<file path="src/rtl/startup_pkg.sv">
package startup_pkg;
  localparam int unsigned MODE_W    = 3;
  localparam int unsigned NUM_TASKS = 4;
  localparam int unsigned TASK_IW   = $clog2(NUM_TASKS);

  localparam int unsigned JOB_MEMTEST = 0;
  localparam int unsigned JOB_DCLEAR  = 1;
  localparam int unsigned JOB_TCLEAR  = 2;
  localparam int unsigned JOB_NVLOAD  = 3;

  typedef enum logic [2:0] {
    ST_CAPTURE, ST_INIT, ST_IDLE, ST_ACTIVE, ST_SAFE
  } top_state_e;

  typedef enum logic [1:0] {
    SQ_HALT, SQ_PICK, SQ_WAIT
  } seq_state_e;
endpackage

</file>
<file path="src/rtl/run_edge_det.sv">
module run_edge_det #(
  parameter int STAGES = 2
) (
  input  logic clk,
  input  logic rst,
  input  logic async_i,
  output logic rise_o
);
  logic [STAGES:0] chain_q;

  always_ff @(posedge clk or posedge rst) begin
    if (rst) chain_q <= '0;
    else     chain_q <= {chain_q[STAGES-1:0], async_i};
  end

  // stage STAGES-1 is the synchronized level, stage STAGES its prior value
  assign rise_o = chain_q[STAGES-1] & ~chain_q[STAGES];
endmodule

</file>
<file path="src/rtl/task_plan.sv">
module task_plan
  import startup_pkg::*;
(
  input  logic [MODE_W-1:0]    mode_i,
  output logic [NUM_TASKS-1:0] mask_o,
  output logic                 bypass_o
);
  always_comb begin
    mask_o              = '0;
    mask_o[JOB_MEMTEST] = (mode_i == 3'd2) || (mode_i == 3'd3);
    mask_o[JOB_DCLEAR]  = (mode_i != 3'd4);
    mask_o[JOB_TCLEAR]  = (mode_i <= 3'd3);
    mask_o[JOB_NVLOAD]  = mode_i[0] || (mode_i == 3'd4);
    bypass_o            = (mode_i == 3'd6);
  end
endmodule

</file>
<file path="src/rtl/task_sequencer.sv">
module task_sequencer
  import startup_pkg::*;
#(
  parameter int N = NUM_TASKS
) (
  input  logic         clk,
  input  logic         rst,
  input  logic         go_i,
  input  logic [N-1:0] mask_i,
  input  logic [N-1:0] done_i,
  input  logic [N-1:0] fail_i,
  output logic [N-1:0] start_o,
  output logic         finished_o,
  output logic         failed_o,
  output logic [N-1:0] fail_vec_o
);
  localparam int IW = (N > 1) ? $clog2(N) : 1;
  localparam logic [IW-1:0] LAST = IW'(N - 1);

  seq_state_e    sq_q;
  logic [IW-1:0] idx_q;

  always_ff @(posedge clk or posedge rst) begin
    if (rst) begin
      sq_q       <= SQ_HALT;
      idx_q      <= '0;
      start_o    <= '0;
      finished_o <= 1'b0;
      failed_o   <= 1'b0;
      fail_vec_o <= '0;
    end else begin
      start_o    <= '0;
      finished_o <= 1'b0;
      failed_o   <= 1'b0;
      case (sq_q)
        SQ_HALT: begin
          if (go_i) begin
            idx_q <= '0;
            sq_q  <= SQ_PICK;
          end
        end
        SQ_PICK: begin
          if (mask_i[idx_q]) begin
            start_o <= N'(1) << idx_q;
            sq_q    <= SQ_WAIT;
          end else if (idx_q == LAST) begin
            finished_o <= 1'b1;
            sq_q       <= SQ_HALT;
          end else begin
            idx_q <= idx_q + IW'(1);
          end
        end
        SQ_WAIT: begin
          // failure wins over a simultaneous done
          if (fail_i[idx_q]) begin
            failed_o   <= 1'b1;
            fail_vec_o <= N'(1) << idx_q;
            sq_q       <= SQ_HALT;
          end else if (done_i[idx_q]) begin
            if (idx_q == LAST) begin
              finished_o <= 1'b1;
              sq_q       <= SQ_HALT;
            end else begin
              idx_q <= idx_q + IW'(1);
              sq_q  <= SQ_PICK;
            end
          end
        end
        default: sq_q <= SQ_HALT;
      endcase
    end
  end
endmodule

</file>
<file path="src/rtl/startup_sequencer.sv">
module startup_sequencer
  import startup_pkg::*;
#(
  parameter int SYNC_STAGES = 2
) (
  input  logic                 clk,
  input  logic                 rst,
  input  logic [MODE_W-1:0]    mode_i,
  input  logic                 run_i,
  output logic [NUM_TASKS-1:0] task_start_o,
  input  logic [NUM_TASKS-1:0] task_done_i,
  input  logic [NUM_TASKS-1:0] task_fail_i,
  output logic                 ready_o,
  output logic                 active_o,
  output logic                 host_en_o,
  output logic                 irq_o,
  output logic [NUM_TASKS-1:0] pend_o
);
  top_state_e           state_q;
  logic [MODE_W-1:0]    mode_q;
  logic                 go_q;
  logic [NUM_TASKS-1:0] pend_q;
  logic [NUM_TASKS-1:0] plan_mask;
  logic                 plan_bypass;
  logic                 run_rise;
  logic                 seq_fin;
  logic                 seq_flt;
  logic [NUM_TASKS-1:0] seq_fvec;

  task_plan u_plan (
    .mode_i  (mode_q),
    .mask_o  (plan_mask),
    .bypass_o(plan_bypass)
  );

  run_edge_det #(.STAGES(SYNC_STAGES)) u_run (
    .clk    (clk),
    .rst    (rst),
    .async_i(run_i),
    .rise_o (run_rise)
  );

  task_sequencer #(.N(NUM_TASKS)) u_seq (
    .clk       (clk),
    .rst       (rst),
    .go_i      (go_q),
    .mask_i    (plan_mask),
    .done_i    (task_done_i),
    .fail_i    (task_fail_i),
    .start_o   (task_start_o),
    .finished_o(seq_fin),
    .failed_o  (seq_flt),
    .fail_vec_o(seq_fvec)
  );

  always_ff @(posedge clk or posedge rst) begin
    if (rst) begin
      state_q <= ST_CAPTURE;
      mode_q  <= '0;
      go_q    <= 1'b0;
      pend_q  <= '0;
    end else begin
      go_q <= 1'b0;
      case (state_q)
        ST_CAPTURE: begin
          mode_q  <= mode_i;
          go_q    <= 1'b1;
          state_q <= ST_INIT;
        end
        ST_INIT: begin
          if (seq_flt) begin
            pend_q  <= pend_q | seq_fvec;
            state_q <= ST_SAFE;
          end else if (seq_fin) begin
            state_q <= ST_IDLE;
          end
        end
        ST_IDLE:   if (run_rise) state_q <= ST_ACTIVE;
        ST_ACTIVE: state_q <= ST_ACTIVE;
        ST_SAFE:   state_q <= ST_SAFE;
        default:   state_q <= ST_SAFE;
      endcase
    end
  end

  assign ready_o   = (state_q == ST_IDLE) || (state_q == ST_ACTIVE);
  assign active_o  = (state_q == ST_ACTIVE);
  assign host_en_o = (ready_o || (state_q == ST_SAFE)) && !plan_bypass;
  assign irq_o     = |pend_q;
  assign pend_o    = pend_q;
endmodule

</file>
<file path="config.mk">
export PLATFORM = sky130hd
export DESIGN_NAME = startup_sequencer
export DESIGN_NICKNAME = d
export VERILOG_FILES = /design/src/rtl/startup_pkg.sv /design/src/rtl/run_edge_det.sv /design/src/rtl/task_plan.sv /design/src/rtl/task_sequencer.sv /design/src/rtl/startup_sequencer.sv
export SDC_FILE = /design/constraint.sdc
export NUM_CORES = 1
export LEC_CHECK = 0
export BUFFER_PORTS_ARGS = -buffer_cell sky130_fd_sc_hd__buf_2
export CELL_PAD_IN_SITES_DETAIL_PLACEMENT = 0
export CELL_PAD_IN_SITES_GLOBAL_PLACEMENT = 1
export CORE_MARGIN = 1
export CORE_UTILIZATION = 39
export CTS_CLUSTER_SIZE = 16
export DETAILED_ROUTE_END_ITERATION = 16
export PLACE_DENSITY_LB_ADDON = 0.1
export SLEW_MARGIN = 30
export SYNTH_ARGS = -nofsm -noshare
export SYNTH_HDL_FRONTEND = slang
export SYNTH_HIERARCHICAL = 1
export SYNTH_SLANG_ARGS = --single-unit
</file>
<file path="constraint.sdc">
create_clock -name clk -period 2.1 [get_ports clk]
set_input_delay 0.42 -clock clk [delete_from_list [all_inputs] [get_ports clk]]
set_output_delay 0.42 -clock clk [all_outputs]
set_load 0.005 [all_outputs]
</file>
Word level (Yosys, flattened, before mapping)
Cells that the tools add are included.
Widths: inputs -> output; s select.
{"block": "op_classes", "n_addsub": 1, "mux": 33, "n_shift": 1, "reduce_logical": 15, "n_eq_ne": 20, "n_bitwise": 3, "n_lt_le_gt_ge": 2}
{"operator": "$mux 2", "n": 10}
{"operator": "$eq 3x2->1 const B", "n": 4}
{"operator": "$pmux 2 s3", "n": 2}
{"operator": "$pmux 3 s4", "n": 1}
{"operator": "$mux 1", "n": 11}
{"operator": "$eq 3x3->1 const B", "n": 3}
{"operator": "$mux 3", "n": 3}
{"operator": "$ne 3x1->1 const B", "n": 3}
{"operator": "$mux 4", "n": 2}
{"operator": "$ne 2x2->1 const B", "n": 4}
{"operator": "$bmux 1 s2", "n": 3}
{"operator": "$reduce_and 2->1", "n": 3}
{"operator": "$reduce_and 5->1", "n": 1}
{"operator": "$eq 2x2->1 const B", "n": 2}
{"operator": "$logic_or 1x1->1", "n": 4}
{"operator": "$or 4x4->4", "n": 1}
{"operator": "$reduce_or 4->1", "n": 1}
{"operator": "$shl 1x2->4 const A", "n": 1}
{"operator": "$eq 3x1->1 const B", "n": 1}
{"operator": "$le 3x2->1 const B", "n": 1}
{"operator": "$logic_not 3->1", "n": 1}
{"operator": "$lt 2x3->1 const B", "n": 1}
{"operator": "$ne 3x3->1 const B", "n": 1}
{"operator": "$reduce_and 3->1", "n": 1}
{"operator": "other kinds (10)", "n": 10}
{"block": "totals", "output_inout_bits": 12, "register_bits": 28}

Depth between registers and ports, before layout
{"block": "depth", "word_depth": 6, "depth_mapped": 6, "depth_no_buf": 6}

Modules after synthesis
Netlist, hierarchy kept.
{"mod": "task_sequencer", "area_each_um2": 870.8, "seq_area_each_um2": 350.3, "instances": 1, "cells_each": 73}
{"mod": "startup_sequencer", "area_each_um2": 479.2, "seq_area_each_um2": 275.3, "instances": 1, "cells_each": 35}
{"mod": "run_edge_det", "area_each_um2": 92.6, "seq_area_each_um2": 75.1, "instances": 1, "cells_each": 5}
{"mod": "task_plan", "area_each_um2": 31.3, "seq_area_each_um2": 0.0, "instances": 1, "cells_each": 6}

Worst setup path after synthesis
No wires, ideal clock.
{"block": "synth_timing", "path_type": "register -> register", "from": "register mode_q[2]", "to": "register u_seq.sq_q[0]", "stages_incl_launch_ff": 7, "required_ns": 1.975, "slack_ns": 0.136, "setup_time_ns": 0.125, "t_arrival_ns": 1.839, "period_less_slack_ns": 1.964, "path_cell_list": "dfrtp_1 -> inv_2 -> or3_1 -> mux4_2 -> o31ai_2 -> a21oi_1 -> mux2_4"}
{"block": "synth_between", "word_cells_on_any_way": 13, "cone_classes": "1 x order compare; 5 x eq/ne; 4 x mux; 3 x reduce/logical"}
{"element": "start: declaration", "line_no": "startup_sequencer.sv:20", "rtl": "logic [MODE_W-1:0] mode_q;"}
{"element": "start signal: assignment", "line_no": "startup_sequencer.sv:66", "rtl": "mode_q <= mode_i;"}
{"element": "$le 3x2->1 (*)", "line_no": "task_plan.sv:12", "rtl": "mask_o[JOB_TCLEAR] = (mode_i <= 3'd3);"}
{"element": "net plan_mask[2]", "line_no": "startup_sequencer.sv:23", "rtl": "logic [NUM_TASKS-1:0] plan_mask;"}
{"element": "$bmux 1 s2 (*)", "line_no": "task_sequencer.sv:43", "rtl": "if (mask_i[idx_q]) begin"}
{"element": "$mux 1 (implied by the code) (*)", "line_no": "task_sequencer.sv:43"}
{"element": "$ne 3x1->1 (no line) / $mux 2 (equally long branches)"}
{"element": "$reduce_and 3->1 (no line) / $pmux 2 s3 (equally long branches)"}
{"element": "end signal: assignment", "line_no": "task_sequencer.sv:39", "rtl": "sq_q <= SQ_PICK;"}
{"element": "end signal: assignment", "line_no": "task_sequencer.sv:45", "rtl": "sq_q <= SQ_WAIT;"}
{"element": "end signal: assignment", "line_no": "task_sequencer.sv:48", "rtl": "sq_q <= SQ_HALT;"}
{"element": "end: declaration", "line_no": "task_sequencer.sv:20", "rtl": "seq_state_e sq_q;"}
Mark *: on every way through the listed nets, which the timed path passes. The rest lies on a longest branch. The select of a mux whose other input is x is not followed.
A chain may end at the register's enable or synchronous reset.

Final worst setup path
{"block": "layout_timing", "from": "register mode_q[2]", "to": "register u_seq.idx_q[1]"}
{"block": "layout_between", "word_cells_on_any_way": 11, "cone_classes": "1 x order compare; 5 x eq/ne; 2 x mux; 3 x reduce/logical"}
{"element": "$le 3x2->1", "line_no": "task_plan.sv:12"}
{"element": "net plan_mask[2]", "line_no": "startup_sequencer.sv:23"}
{"element": "$bmux 1 s2", "line_no": "task_sequencer.sv:43"}
{"element": "$mux 1 (implied by the code)", "line_no": "task_sequencer.sv:43"}
{"element": "$ne 2x2->1 (no line)"}
{"element": "$reduce_and 5->1 (no line)"}
{"element": "end signal: assignment", "line_no": "task_sequencer.sv:50", "rtl": "idx_q <= idx_q + IW'(1);"}
{"element": "end signal: assignment", "line_no": "task_sequencer.sv:64", "rtl": "idx_q <= idx_q + IW'(1);"}
{"element": "end: declaration", "line_no": "task_sequencer.sv:21", "rtl": "logic [IW-1:0] idx_q;"}
The timed path passes the listed nets, and every way through them passes these cells. The select of a mux whose other input is x is not followed.

==> impl_metrics.env <==
export IMPL_synth_area_mm2=0.00147
export IMPL_seq_area_um2=701
export IMPL_ys_ff_latch=28
export IMPL_swShare_pct=36.6
export IMPL_synthFlopType="dfrtp_1"
export IMPL_cts_root_buf="clkbuf_8"
export IMPL_final_min_clock_period_ps=2010
export IMPL_status="finished, final reports clean"
export IMPL_synth_edf_count=0
export IMPL_grt_setup_unrepaired="false"
export IMPL_clk_pin_slew_ps=80
export IMPL_slew_viol_final=0
export IMPL_ios=26
export IMPL_grt_use_met2_pct=25.3
export IMPL_ctsLongestPathBuffers=2
export IMPL_wirelength_um=2830
export IMPL_synth_simple_area_share_pct=15.4
export IMPL_fmax_ghz=0.498
export IMPL_num_rows=21
export IMPL_dp_hpwl_um=2180
export IMPL_startpoint_type="flop"
export IMPL_postSynthAreaPerCell_um2=12.4
export IMPL_nets=173
export IMPL_cp_max_fo=4
export IMPL_power_density_mw_per_mm2=1350
export IMPL_power_clock_fraction_pct=11.8
export IMPL_antenna_found_initial=0
export IMPL_ctsHoldBuffers=0
export IMPL_dr_total_vias=989
export IMPL_synthAdderAreaFrac_pct=6.79
export IMPL_required_ps=2290
export IMPL_chipHeight_um=63.5
export IMPL_vias_per_cell=5.07
export IMPL_worst_setup_path_type="reg -> reg"
export IMPL_endpoint_kind="flop"
export IMPL_cts_buffers=3
export IMPL_crit_arrival_ps=2190
export IMPL_synthToLayoutAreaGrowth_pct=16.5
export IMPL_finalSetupViolCount=0
export IMPL_clock_sinks=28
export IMPL_slew_headroom_pct=64.3
export IMPL_antenna_cells=0
export IMPL_grt_pass1_vias=1033
export IMPL_drt_initial_drc_count=29
export IMPL_synth_distinct_cells=41
export IMPL_async_flop_share_pct=100
export IMPL_synth_top_family_by_area="simple AND/OR/NAND/NOR gates"
export IMPL_grt_util_met1_pct=20.9
export IMPL_met3_usage_pct=3.99
export IMPL_drc=0
export IMPL_p_int_mw=1.47
export IMPL_r2r_slack_ps=90
export IMPL_ir_drop_v=0.000516
export IMPL_finalCritPeriodShare_pct=95.5
export IMPL_fill_cells=328
export IMPL_switchingPower_mw=0.852
export IMPL_numPortBuffers=25
export IMPL_seq_power_share_pct=38.7
export IMPL_coreArea_mm2=0.00347
export IMPL_seq_area_frac_synth_pct=47.5
export IMPL_yosys_area_top_type="dfrtp_1"
export IMPL_busiest_layer="met2"
export IMPL_synth_area_leaders="dfrtp_1 48%, ha_1 6.8%, mux4_2 4.6%, mux2_4 4.1%, inv_1 3.3%"
export IMPL_synth_cells_most_frequent="28 x dfrtp_1, 13 x inv_1, 8 x ha_1, 6 x and3_1, 5 x nand2_1"
export IMPL_synth_cells=119
export IMPL_dp_cells=190
export IMPL_synthMuxAreaShare_pct=14.4
export IMPL_gp_routability_congestion=0.769
export IMPL_p_comb_share_pct=49.4
export IMPL_final_cells=195
export IMPL_yosysMostFrequentCell="dfrtp_1"
export IMPL_synth_compound_gate_area_share_pct=11.2
export IMPL_finalHoldViolCount=0
export IMPL_ys_warn_count=6
export IMPL_synth_nets=141
export IMPL_grt_overflow=0
export IMPL_routedWlPerCell_um=14.5
export IMPL_clk_latency_ps=260
export IMPL_initial_core_util_pct=42.5
export IMPL_cts_tree="built"
export IMPL_finalClockSkew_ps=2.13
export IMPL_drive_gt1_share_pct=36.2
export IMPL_cap_violations=0
export IMPL_synth_top_area_share_pct=47.5
export IMPL_grt_max_degree=15
export IMPL_antenna_left=0
export IMPL_hp_class="in -> async"
export IMPL_die_x_um=63.5
export IMPL_design_die_area_mm2=0.00403
export IMPL_leakagePower_nw=0.926
export IMPL_grt_pass1_wl_um=4960
export IMPL_htreeDepth=1
export IMPL_grt_usage_pct=15.9
export IMPL_setup_tns_ps=0
export IMPL_multi_input_area_um2=706
export IMPL_worst_pin_slew_ps=535
export IMPL_synthXorXnorAreaFrac_pct=0
export IMPL_dr_pass1_iters=4
[logic make-up (layout without fill, tap and decap cells)]
group                    after synthesis  in the layout
AND/OR/NAND/NOR                       33             33
flip-flops                            28             28
multiplexers                          15             15
adder cells (fa/ha/maj)                8              8
AO/OA/AOI/OAI                         19             19
buffers and inverters                 16             46
[cell usage in the layout, fill, tap and decap left out, types with 2 or more instances in the layout]
cell      count
ha_1          8
mux4_2        3
clkbuf_8      3
inv_1        13
mux2_4        4
nand2_1       5
a21o_1        3
nor3b_1       3
a21o_2        2
nor2_1        4
and3_1        6
mux2i_1       4
mux2_2        4
a21oi_1       4
buf_2        25
buf_4         3
dfrtp_1      28
nor2b_1       2
[layout make-up]
type	count	area share, %
Clock buffer	3	2.41
Inverter	14	3.06
Sequential cell	28	40.8
Tap cell	46	3.35
Multi-Input combinational cell	75	41.1
Timing Repair Buffer	29	9.26
[critical path: stages (launching register included)]
cell	delay (ps)
dfrtp_1	410
inv_2	50
or3_1	330
mux4_2	490
buf_6	150
a221oi_4	280
mux2i_1	230
[state kept, by name, summed over array words and instances (netlist names)]
register / flops
pend_o: 4
u_seq/sq_q: 2
state_q: 3
u_seq/idx_q: 2
u_seq/start_o: 4
go_q: 1
mode_q: 3
u_seq/fail_vec_o: 4
u_seq/failed_o: 1
u_run/chain_q: 3
u_seq/finished_o: 1
[stage by stage]
stage / worst slack [ps] / utilization, % / area (um^2) / hold WS (ps) / power, mW
after global placement: 124 / 47.8 / 1660 / 302 / 1.99
after global routing: 8.74 / 49.5 / 1720 / 17.0 / 2.52
final: 93.5 / 49.5 / 1720 / 21.1 / 2.32
after floorplan: 136 / - / 1470 / 174 / 1.71
after detailed placement: 87.5 / 47.8 / 1660 / 312 / 2.01
after CTS: 60.1 / 49.0 / 1700 / 13.1 / 2.30
[worst paths after layout]
kind | startpoint | endpoint | cells after the start
setup / recovery | mode_q[2] | u_seq/idx_q[1] | 6
hold / removal | rst | u_run/chain_q[0] | 2
setup reg to reg | mode_q[2] | u_seq/idx_q[1] | 6
hold reg to reg | u_run/chain_q[0] | u_run/chain_q[1] | 0
max in group asynchronous | rst | u_seq/start_o[2] | 2
min in group clk | run_i | u_run/chain_q[0] | 1
[metal layers]
layer | wire [um] | vias to the layer above
met5 | 0 | -
li1 | - | 476
met1 | 1350 | 491
met3 | 92 | 6
met4 | 40 | 0
met2 | 1350 | 16
[power groups by stage]
stage	clock network [mW]	registers (mW)	logic, mW
after global placement	0	0.906	1.09
after global routing	0.311	0.937	1.27
after floorplan	0	0.842	0.871
final	0.275	0.900	1.15
after detailed placement	0	0.912	1.09
after CTS	0.293	0.902	1.10
[repair_timing]
item	CTS	global route
setup buffers	0	2
gates resized for setup	0	1
endpoints found under the setup margin	0	1
(Power assumes the default switching activity.)
